**src/rtl/ivc_pkg.sv**
```systemverilog
package ivc_pkg;

    typedef logic [7:0] ivc_lvl_t;

    typedef enum logic {
        IVC_IDLE = 1'b0,
        IVC_WAIT = 1'b1
    } ivc_state_e;

    typedef struct packed {
        logic     hit;
        logic     nmi;
        logic [7:0] idx;
        ivc_lvl_t lvl;
    } ivc_pick_t;

    function automatic ivc_lvl_t nmi_level(input int prio_w);
        return ivc_lvl_t'((1 << prio_w) + 1);
    endfunction

endpackage

```
**src/rtl/ivc_pend.sv**
```systemverilog
module ivc_pend #(
    parameter int NSRC = 8
) (
    input  logic            clk,
    input  logic            rst,
    input  logic [NSRC-1:0] irq_in,
    input  logic            nmi_in,
    input  logic [NSRC-1:0] clr_src,
    input  logic            clr_nmi,
    output logic [NSRC-1:0] pend,
    output logic            nmi_pend
);
    logic [NSRC-1:0] irq_q;
    logic            nmi_q;
    logic [NSRC-1:0] rise;
    logic            nmi_rise;

    assign rise     = irq_in & ~irq_q;
    assign nmi_rise = nmi_in & ~nmi_q;

    always_ff @(posedge clk) begin
        if (rst) begin
            irq_q    <= '0;
            nmi_q    <= 1'b0;
            pend     <= '0;
            nmi_pend <= 1'b0;
        end else begin
            irq_q    <= irq_in;
            nmi_q    <= nmi_in;
            pend     <= (pend & ~clr_src) | rise;
            nmi_pend <= (nmi_pend & ~clr_nmi) | nmi_rise;
        end
    end

    // a cleared latch only comes back on a fresh rising edge
    assert_no_reset_without_edge_R11: assert property (@(posedge clk) disable iff (rst)
        ($past(clr_nmi) && !$past(nmi_rise)) |-> !nmi_pend);
endmodule

```
**src/rtl/ivc_arb.sv**
```systemverilog
module ivc_arb
    import ivc_pkg::*;
#(
    parameter int NSRC   = 8,
    parameter int PRIO_W = 3
) (
    input  logic [NSRC-1:0]        pend,
    input  logic                   nmi_pend,
    input  logic [NSRC*PRIO_W-1:0] cfg_prio,
    input  logic [NSRC-1:0]        cfg_mask,
    input  ivc_lvl_t               cur_lvl,
    output ivc_pick_t              pick
);
    localparam ivc_lvl_t NMI_LVL = nmi_level(PRIO_W);

    always_comb begin
        ivc_lvl_t lvl_i;
        pick = '0;
        // descending scan with >= leaves the lowest index on ties
        for (int i = NSRC - 1; i >= 0; i--) begin
            lvl_i = ivc_lvl_t'(cfg_prio[i*PRIO_W +: PRIO_W]) + 8'd1;
            if (pend[i] && !cfg_mask[i] && lvl_i > cur_lvl && lvl_i >= pick.lvl) begin
                pick.hit = 1'b1;
                pick.idx = 8'(i);
                pick.lvl = lvl_i;
            end
        end
        if (nmi_pend && NMI_LVL > cur_lvl) begin
            pick.hit = 1'b1;
            pick.nmi = 1'b1;
            pick.idx = '0;
            pick.lvl = NMI_LVL;
        end
    end
endmodule

```
**src/rtl/ivc_stack.sv**
```systemverilog
module ivc_stack
    import ivc_pkg::*;
#(
    parameter int DEPTH = 9
) (
    input  logic     clk,
    input  logic     rst,
    input  logic     push,
    input  logic     pop,
    input  ivc_lvl_t lvl_in,
    output ivc_lvl_t top_lvl
);
    localparam int SPW = $clog2(DEPTH + 1);

    ivc_lvl_t       stk [DEPTH];
    logic [SPW-1:0] sp;
    logic           do_pop;

    assign do_pop  = pop && (sp != '0);
    assign top_lvl = (sp == '0) ? '0 : stk[sp - SPW'(1)];

    always_ff @(posedge clk) begin
        if (rst) begin
            sp <= '0;
        end else if (push && do_pop) begin
            stk[sp - SPW'(1)] <= lvl_in;
        end else if (push && sp != SPW'(DEPTH)) begin
            stk[sp] <= lvl_in;
            sp      <= sp + SPW'(1);
        end else if (do_pop) begin
            sp <= sp - SPW'(1);
        end
    end

    // nesting only ever pushes a strictly higher level
    assert_push_higher_R7: assert property (@(posedge clk) disable iff (rst)
        (push && !pop && sp != '0) |-> lvl_in > top_lvl);
    // pointer stays inside the storage
    assert_depth_bound_R10: assert property (@(posedge clk) disable iff (rst)
        sp <= SPW'(DEPTH));
endmodule

```
**src/rtl/irq_vector_ctrl.sv**
```systemverilog
module irq_vector_ctrl
    import ivc_pkg::*;
#(
    parameter int         NSRC    = 8,
    parameter int         PRIO_W  = 3,
    parameter int         TIMEOUT = 16,
    parameter logic [7:0] NMI_VEC = 8'h02
) (
    input  logic                   clk,
    input  logic                   rst,
    input  logic [NSRC-1:0]        irq_in,
    input  logic                   nmi_in,
    input  logic [NSRC*PRIO_W-1:0] cfg_prio,
    input  logic [NSRC-1:0]        cfg_mask,
    input  logic [7:0]             cfg_vbase,
    output logic                   cpu_req,
    input  logic                   cpu_ack,
    output logic                   vec_valid,
    output logic [7:0]             vec_out,
    output logic                   bus_err,
    input  logic                   eoi,
    output logic [7:0]             cur_level
);
    localparam int       DEPTH   = NSRC + 1;
    localparam int       CW      = $clog2(TIMEOUT + 1);
    localparam ivc_lvl_t NMI_LVL = nmi_level(PRIO_W);

    ivc_state_e      st;
    logic [CW-1:0]   cnt;
    logic [NSRC-1:0] pend;
    logic            nmi_pend;
    logic [NSRC-1:0] clr_src;
    logic            deliver;
    ivc_pick_t       pick;
    ivc_lvl_t        cur_lvl;

    assign cur_level = cur_lvl;
    assign cpu_req   = (st == IVC_IDLE) && pick.hit;
    assign deliver   = pick.hit && ((st == IVC_IDLE && cpu_ack) || st == IVC_WAIT);

    always_comb begin
        for (int i = 0; i < NSRC; i++)
            clr_src[i] = deliver && !pick.nmi && (pick.idx == 8'(i));
    end

    ivc_pend #(.NSRC(NSRC)) pend_i (
        .clk(clk), .rst(rst), .irq_in(irq_in), .nmi_in(nmi_in),
        .clr_src(clr_src), .clr_nmi(deliver && pick.nmi),
        .pend(pend), .nmi_pend(nmi_pend)
    );

    ivc_arb #(.NSRC(NSRC), .PRIO_W(PRIO_W)) arb_i (
        .pend(pend), .nmi_pend(nmi_pend), .cfg_prio(cfg_prio),
        .cfg_mask(cfg_mask), .cur_lvl(cur_lvl), .pick(pick)
    );

    ivc_stack #(.DEPTH(DEPTH)) stack_i (
        .clk(clk), .rst(rst), .push(deliver), .pop(eoi),
        .lvl_in(pick.lvl), .top_lvl(cur_lvl)
    );

    always_ff @(posedge clk) begin
        if (rst) begin
            st        <= IVC_IDLE;
            cnt       <= '0;
            vec_valid <= 1'b0;
            vec_out   <= '0;
            bus_err   <= 1'b0;
        end else begin
            vec_valid <= 1'b0;
            bus_err   <= 1'b0;
            if (deliver) begin
                vec_valid <= 1'b1;
                vec_out   <= pick.nmi ? NMI_VEC : cfg_vbase + pick.idx;
                st        <= IVC_IDLE;
                cnt       <= '0;
            end else if (st == IVC_IDLE && cpu_ack) begin
                st  <= IVC_WAIT;
                cnt <= '0;
            end else if (st == IVC_WAIT) begin
                if (cnt == CW'(TIMEOUT - 1)) begin
                    bus_err <= 1'b1;
                    st      <= IVC_IDLE;
                    cnt     <= '0;
                end else begin
                    cnt <= cnt + CW'(1);
                end
            end
        end
    end

    // a vector and a bus error never answer the same acknowledge
    assert_vec_err_excl_R9: assert property (@(posedge clk) disable iff (rst)
        !(vec_valid && bus_err));
    // wait counter never passes the timeout
    assert_cnt_bound_R9: assert property (@(posedge clk) disable iff (rst)
        cnt < CW'(TIMEOUT));
    // request only for a level above the one in service
    assert_req_above_R6: assert property (@(posedge clk) disable iff (rst)
        cpu_req |-> pick.lvl > cur_lvl);
    // after a delivery without eoi the stack top is the delivered level
    assert_level_pushed_R7: assert property (@(posedge clk) disable iff (rst)
        (deliver && !eoi) |=> cur_lvl == $past(pick.lvl));
    // unmaskable source above current level is always offered or being fetched
    assert_nmi_offered_R8: assert property (@(posedge clk) disable iff (rst)
        (nmi_pend && cur_lvl < NMI_LVL) |-> (cpu_req || st == IVC_WAIT));
endmodule

```
**config.mk**
```make
export PLATFORM = sky130hd
export DESIGN_NAME = irq_vector_ctrl
export DESIGN_NICKNAME = d
export VERILOG_FILES = /design/src/rtl/ivc_pkg.sv /design/src/rtl/ivc_pend.sv /design/src/rtl/ivc_arb.sv /design/src/rtl/ivc_stack.sv /design/src/rtl/irq_vector_ctrl.sv
export SDC_FILE = /design/constraint.sdc
export NUM_CORES = 1
export LEC_CHECK = 0
export BUFFER_PORTS_ARGS = -buffer_cell sky130_fd_sc_hd__buf_4
export CORE_MARGIN = 2
export CORE_UTILIZATION = 66
export CTS_CLUSTER_DIAMETER = 50
export DETAILED_ROUTE_END_ITERATION = 8
export PLACE_DENSITY = 0.86
export SLEW_MARGIN = 20
export SYNTH_ARGS = -nofsm -noshare
export SYNTH_HDL_FRONTEND = slang
export SYNTH_HIERARCHICAL = 1
export SYNTH_SLANG_ARGS = --single-unit
```
**constraint.sdc**
```tcl
create_clock -name clk -period 41.2 [get_ports clk]
set_input_delay 10.3 -clock clk [delete_from_list [all_inputs] [get_ports clk]]
set_output_delay 10.3 -clock clk [all_outputs]
set_load 0.03 [all_outputs]
```
==> impl_metrics.tcl <==
set metrics [dict create \
    synth-edff-count 72 \
    dieArea_um2 12410 \
    cpMaxStageDelayCell "a2111oi_2" \
    die_h_um 111.4 \
    tritoncts "done" \
    seq_area_um2 2923 \
    routed_wl_um 18790 \
    cp_max_fo 12 \
    cts_buffer_depth 2 \
    avgSynthCellArea_um2 10.85 \
    initial_core_util 0.6725 \
    path_class "input port to output pin" \
    grt_max_degree 34 \
    root_buffer "clkbuf_16" \
    cts-resized-gates 0 \
    cts_buffers 9 \
    drive_above_1_share 0.2181 \
    synth_cell_types 91 \
    placed_cell_area_um2 8222 \
    rsz0062_at_grt "no" \
    coreArea_um2 11320 \
    grt_pass1_vias 6058 \
    hold_path_class "register to register" \
    drc 0 \
    start_kind "input port" \
    ys.flop_type "edfxtp_1" \
    ys_seq_elements 110 \
    overflow 0 \
    wl_per_cell_um 20.47 \
    skew_ns 0.01202 \
    finalSetupTns_ns 0 \
    status "finished clean" \
    max_cap_violations 0 \
    relSlewSlack 0.2769 \
    place.gp.congestion 0.9149 \
    clock-sinks 110 \
    clk_pin_slew_ns 0.07 \
    antenna_found_initial 0 \
    ys_async_sr_fraction 0 \
    die_w_um 111.4 \
    ys_warn_count 6 \
    post_cts_buffers 0 \
    clk-insertion-delay-late_ns 0.35 \
    syn_area_um2 7614 \
    final_core_util 0.7525 \
    final_net_count 900 \
    cp.required_ns 30.90 \
    setup_violations 0 \
    ir_drop_uv 57.97 \
    dp_hpwl_um 13820 \
    io_buffers 71 \
    post-route-cell-area_um2 8519 \
    area_growth_syn_to_layout_pct 11.90 \
    fillers 733 \
    powerDensity_nw_per_um2 70.15 \
    tightest_slew_ns 1.085 \
    ios 72 \
    antenna_left 0 \
    htreeDepth 3 \
    multi_input_area_um2 4428 \
    synth_cells 702 \
    fin_crit_sh 0.8145 \
    p_leak_nw 3.316 \
    drtIter0Drc 569 \
    vias_per_cell 6.724 \
    drt-pass1-iter-count 7 \
    maxClockFrequency_mhz 29.80 \
    antennaDiodeCount 0 \
    critPathMaxStageDelay_ns 0.59 \
    cp-end-kind "output pin" \
    cp_common_cell "ha_1" \
    rows 39 \
    grt_usage 0.3061 \
    period_minus_slack_ns 33.56 \
    postCtsHoldBufs 0 \
    finalHoldViolCount 0 \
    grt_pass1_wl_um 30420 \
    yosysSeqAreaShare 0.3839 \
    num_vias 6173 \
    ff2ff_setup_slack_ns 23.27 \
    cp.arrival_ns 23.26 \
    drv_slew 0 \
]
## worst paths after layout
kind	startpoint	to	depth (start not counted)
hold / removal	cnt[4]	cnt[4]	2
setup reg to reg	stack_i/sp[0]	stack_i/stk[0][3]	67
hold reg to reg	cnt[4]	cnt[4]	2
setup / recovery	cfg_prio[21]	cpu_req	60
## kinds of logic after synthesis
family | count (synthesis) | synth area share
compound gates | 179 | 0.1806
mux | 25 | 0.05982
other cells | 1 | 0.0004925
xor+xnor | 20 | 0.02498
buf+inv | 63 | 0.04059
fa+ha+maj | 77 | 0.1275
flops | 110 | 0.3839
simple gates | 227 | 0.1821
## power by group
group	leakage (nW)	switching [mW]	internal, mW
Combinational	2.21	0.232	0.137
Sequential	0.969	0.00962	0.136
Clock	0.138	0.0409	0.0422
Total	3.32	0.283	0.315
## placed cells by master, fill, tap and decap left out, types with 8 or more instances in the layout
cell       count
nand3_1       12
dfxtp_1       38
edfxtp_1      72
nand2_1       39
conb_1         9
a21oi_2        9
mux4_2        16
nor3_1        10
nor2_1        35
nand4_1       17
clkbuf_16      9
nor2b_1       19
xnor2_1        9
o21ai_0       24
o211ai_1      13
a311oi_1       8
a211oi_1      10
inv_1         37
ha_1          76
o21a_1        10
a21oi_1       41
and2b_2        8
nand2b_1      34
buf_4         75
and3_1        10
xor2_1         9
a21o_1        11
## worst max-delay path, delay by kind of cell
family	cells	cell delay, ns
and+or+nand+nor	21	3.94
xor gates and xnor gates	1	0.20
adders and majority gates	9	2.38
buffers and inverters	6	0.74
AOI/OAI and AO/OA	21	5.06
muxes	2	0.61
## routing by layer
layer | routed length [µm] | track usage
met5 | 0 | 0
met4 | 444 | 0.09712
met3 | 1259 | 0.05280
met2 | 9129 | 0.5081
met1 | 7961 | 0.4149
## cells in the mapped netlist (3+ instances only)
cell type  instances  area share
a211oi_1          10      0.0099
a21o_1            11       0.011
a21oi_1           41       0.027
a21oi_2            9       0.010
a22o_1             7      0.0081
a22oi_1            3      0.0030
a311oi_1           9       0.010
and2_1             3      0.0025
and2b_2            8      0.0092
and3_1            10      0.0082
buf_2              7      0.0046
buf_4             11       0.011
buf_6              3      0.0044
clkbuf_1           5      0.0025
dfxtp_1           38        0.10
edfxtp_1          72        0.28
ha_1              76        0.12
inv_1             37       0.018
mux2i_1            5      0.0066
mux4_2            16       0.047
nand2_1           39       0.019
nand2b_1          34       0.028
nand3_1           12      0.0079
nand4_1           17       0.014
nand4b_1           6      0.0069
nor2_1            35       0.017
nor2b_1           19       0.016
nor3_1            11      0.0072
nor3_4             3      0.0064
o211ai_1          13       0.013
o21a_1            10      0.0099
o21ai_0           24       0.016
o31ai_1            3      0.0030
xnor2_1            9       0.010
xor2_1             9       0.010
## through the flow
stage	hold WS (ns)	power (mW)	instances	worst slack, ns
finish	0.4771	0.5976	918	7.644
floorplan	0.4310	0.4067	710	9.792
CTS	0.4676	0.5910	918	7.637
detailed placement	0.4573	0.5058	902	7.703
global route	0.5054	0.6350	918	6.769
global placement	0.4460	0.4864	902	8.556
## flip-flops by register name, summed over array words and instances, names as in the netlist
| signal | cells |
|---|---|
| pend_i/nmi_pend | 1 |
| stack_i/stk | 72 |
| vec_valid | 1 |
| stack_i/sp | 4 |
| bus_err | 1 |
| vec_out | 8 |
| pend_i/nmi_q | 1 |
| pend_i/pend | 8 |
| cnt | 5 |
| pend_i/irq_q | 8 |
| st | 1 |
## cell type report
| type | count | share of cell area |
|---|---|---|
| well taps | 143 | 0.02100 |
| inverters | 37 | 0.01630 |
| clock inverters | 7 | 0.007343 |
| multi-input cells | 537 | 0.5198 |
| clock buffers | 9 | 0.02644 |
| flip-flops and latches | 110 | 0.3431 |
| repair buffers | 75 | 0.06609 |
No activity file was read; power rests on OpenSTA's default activity.
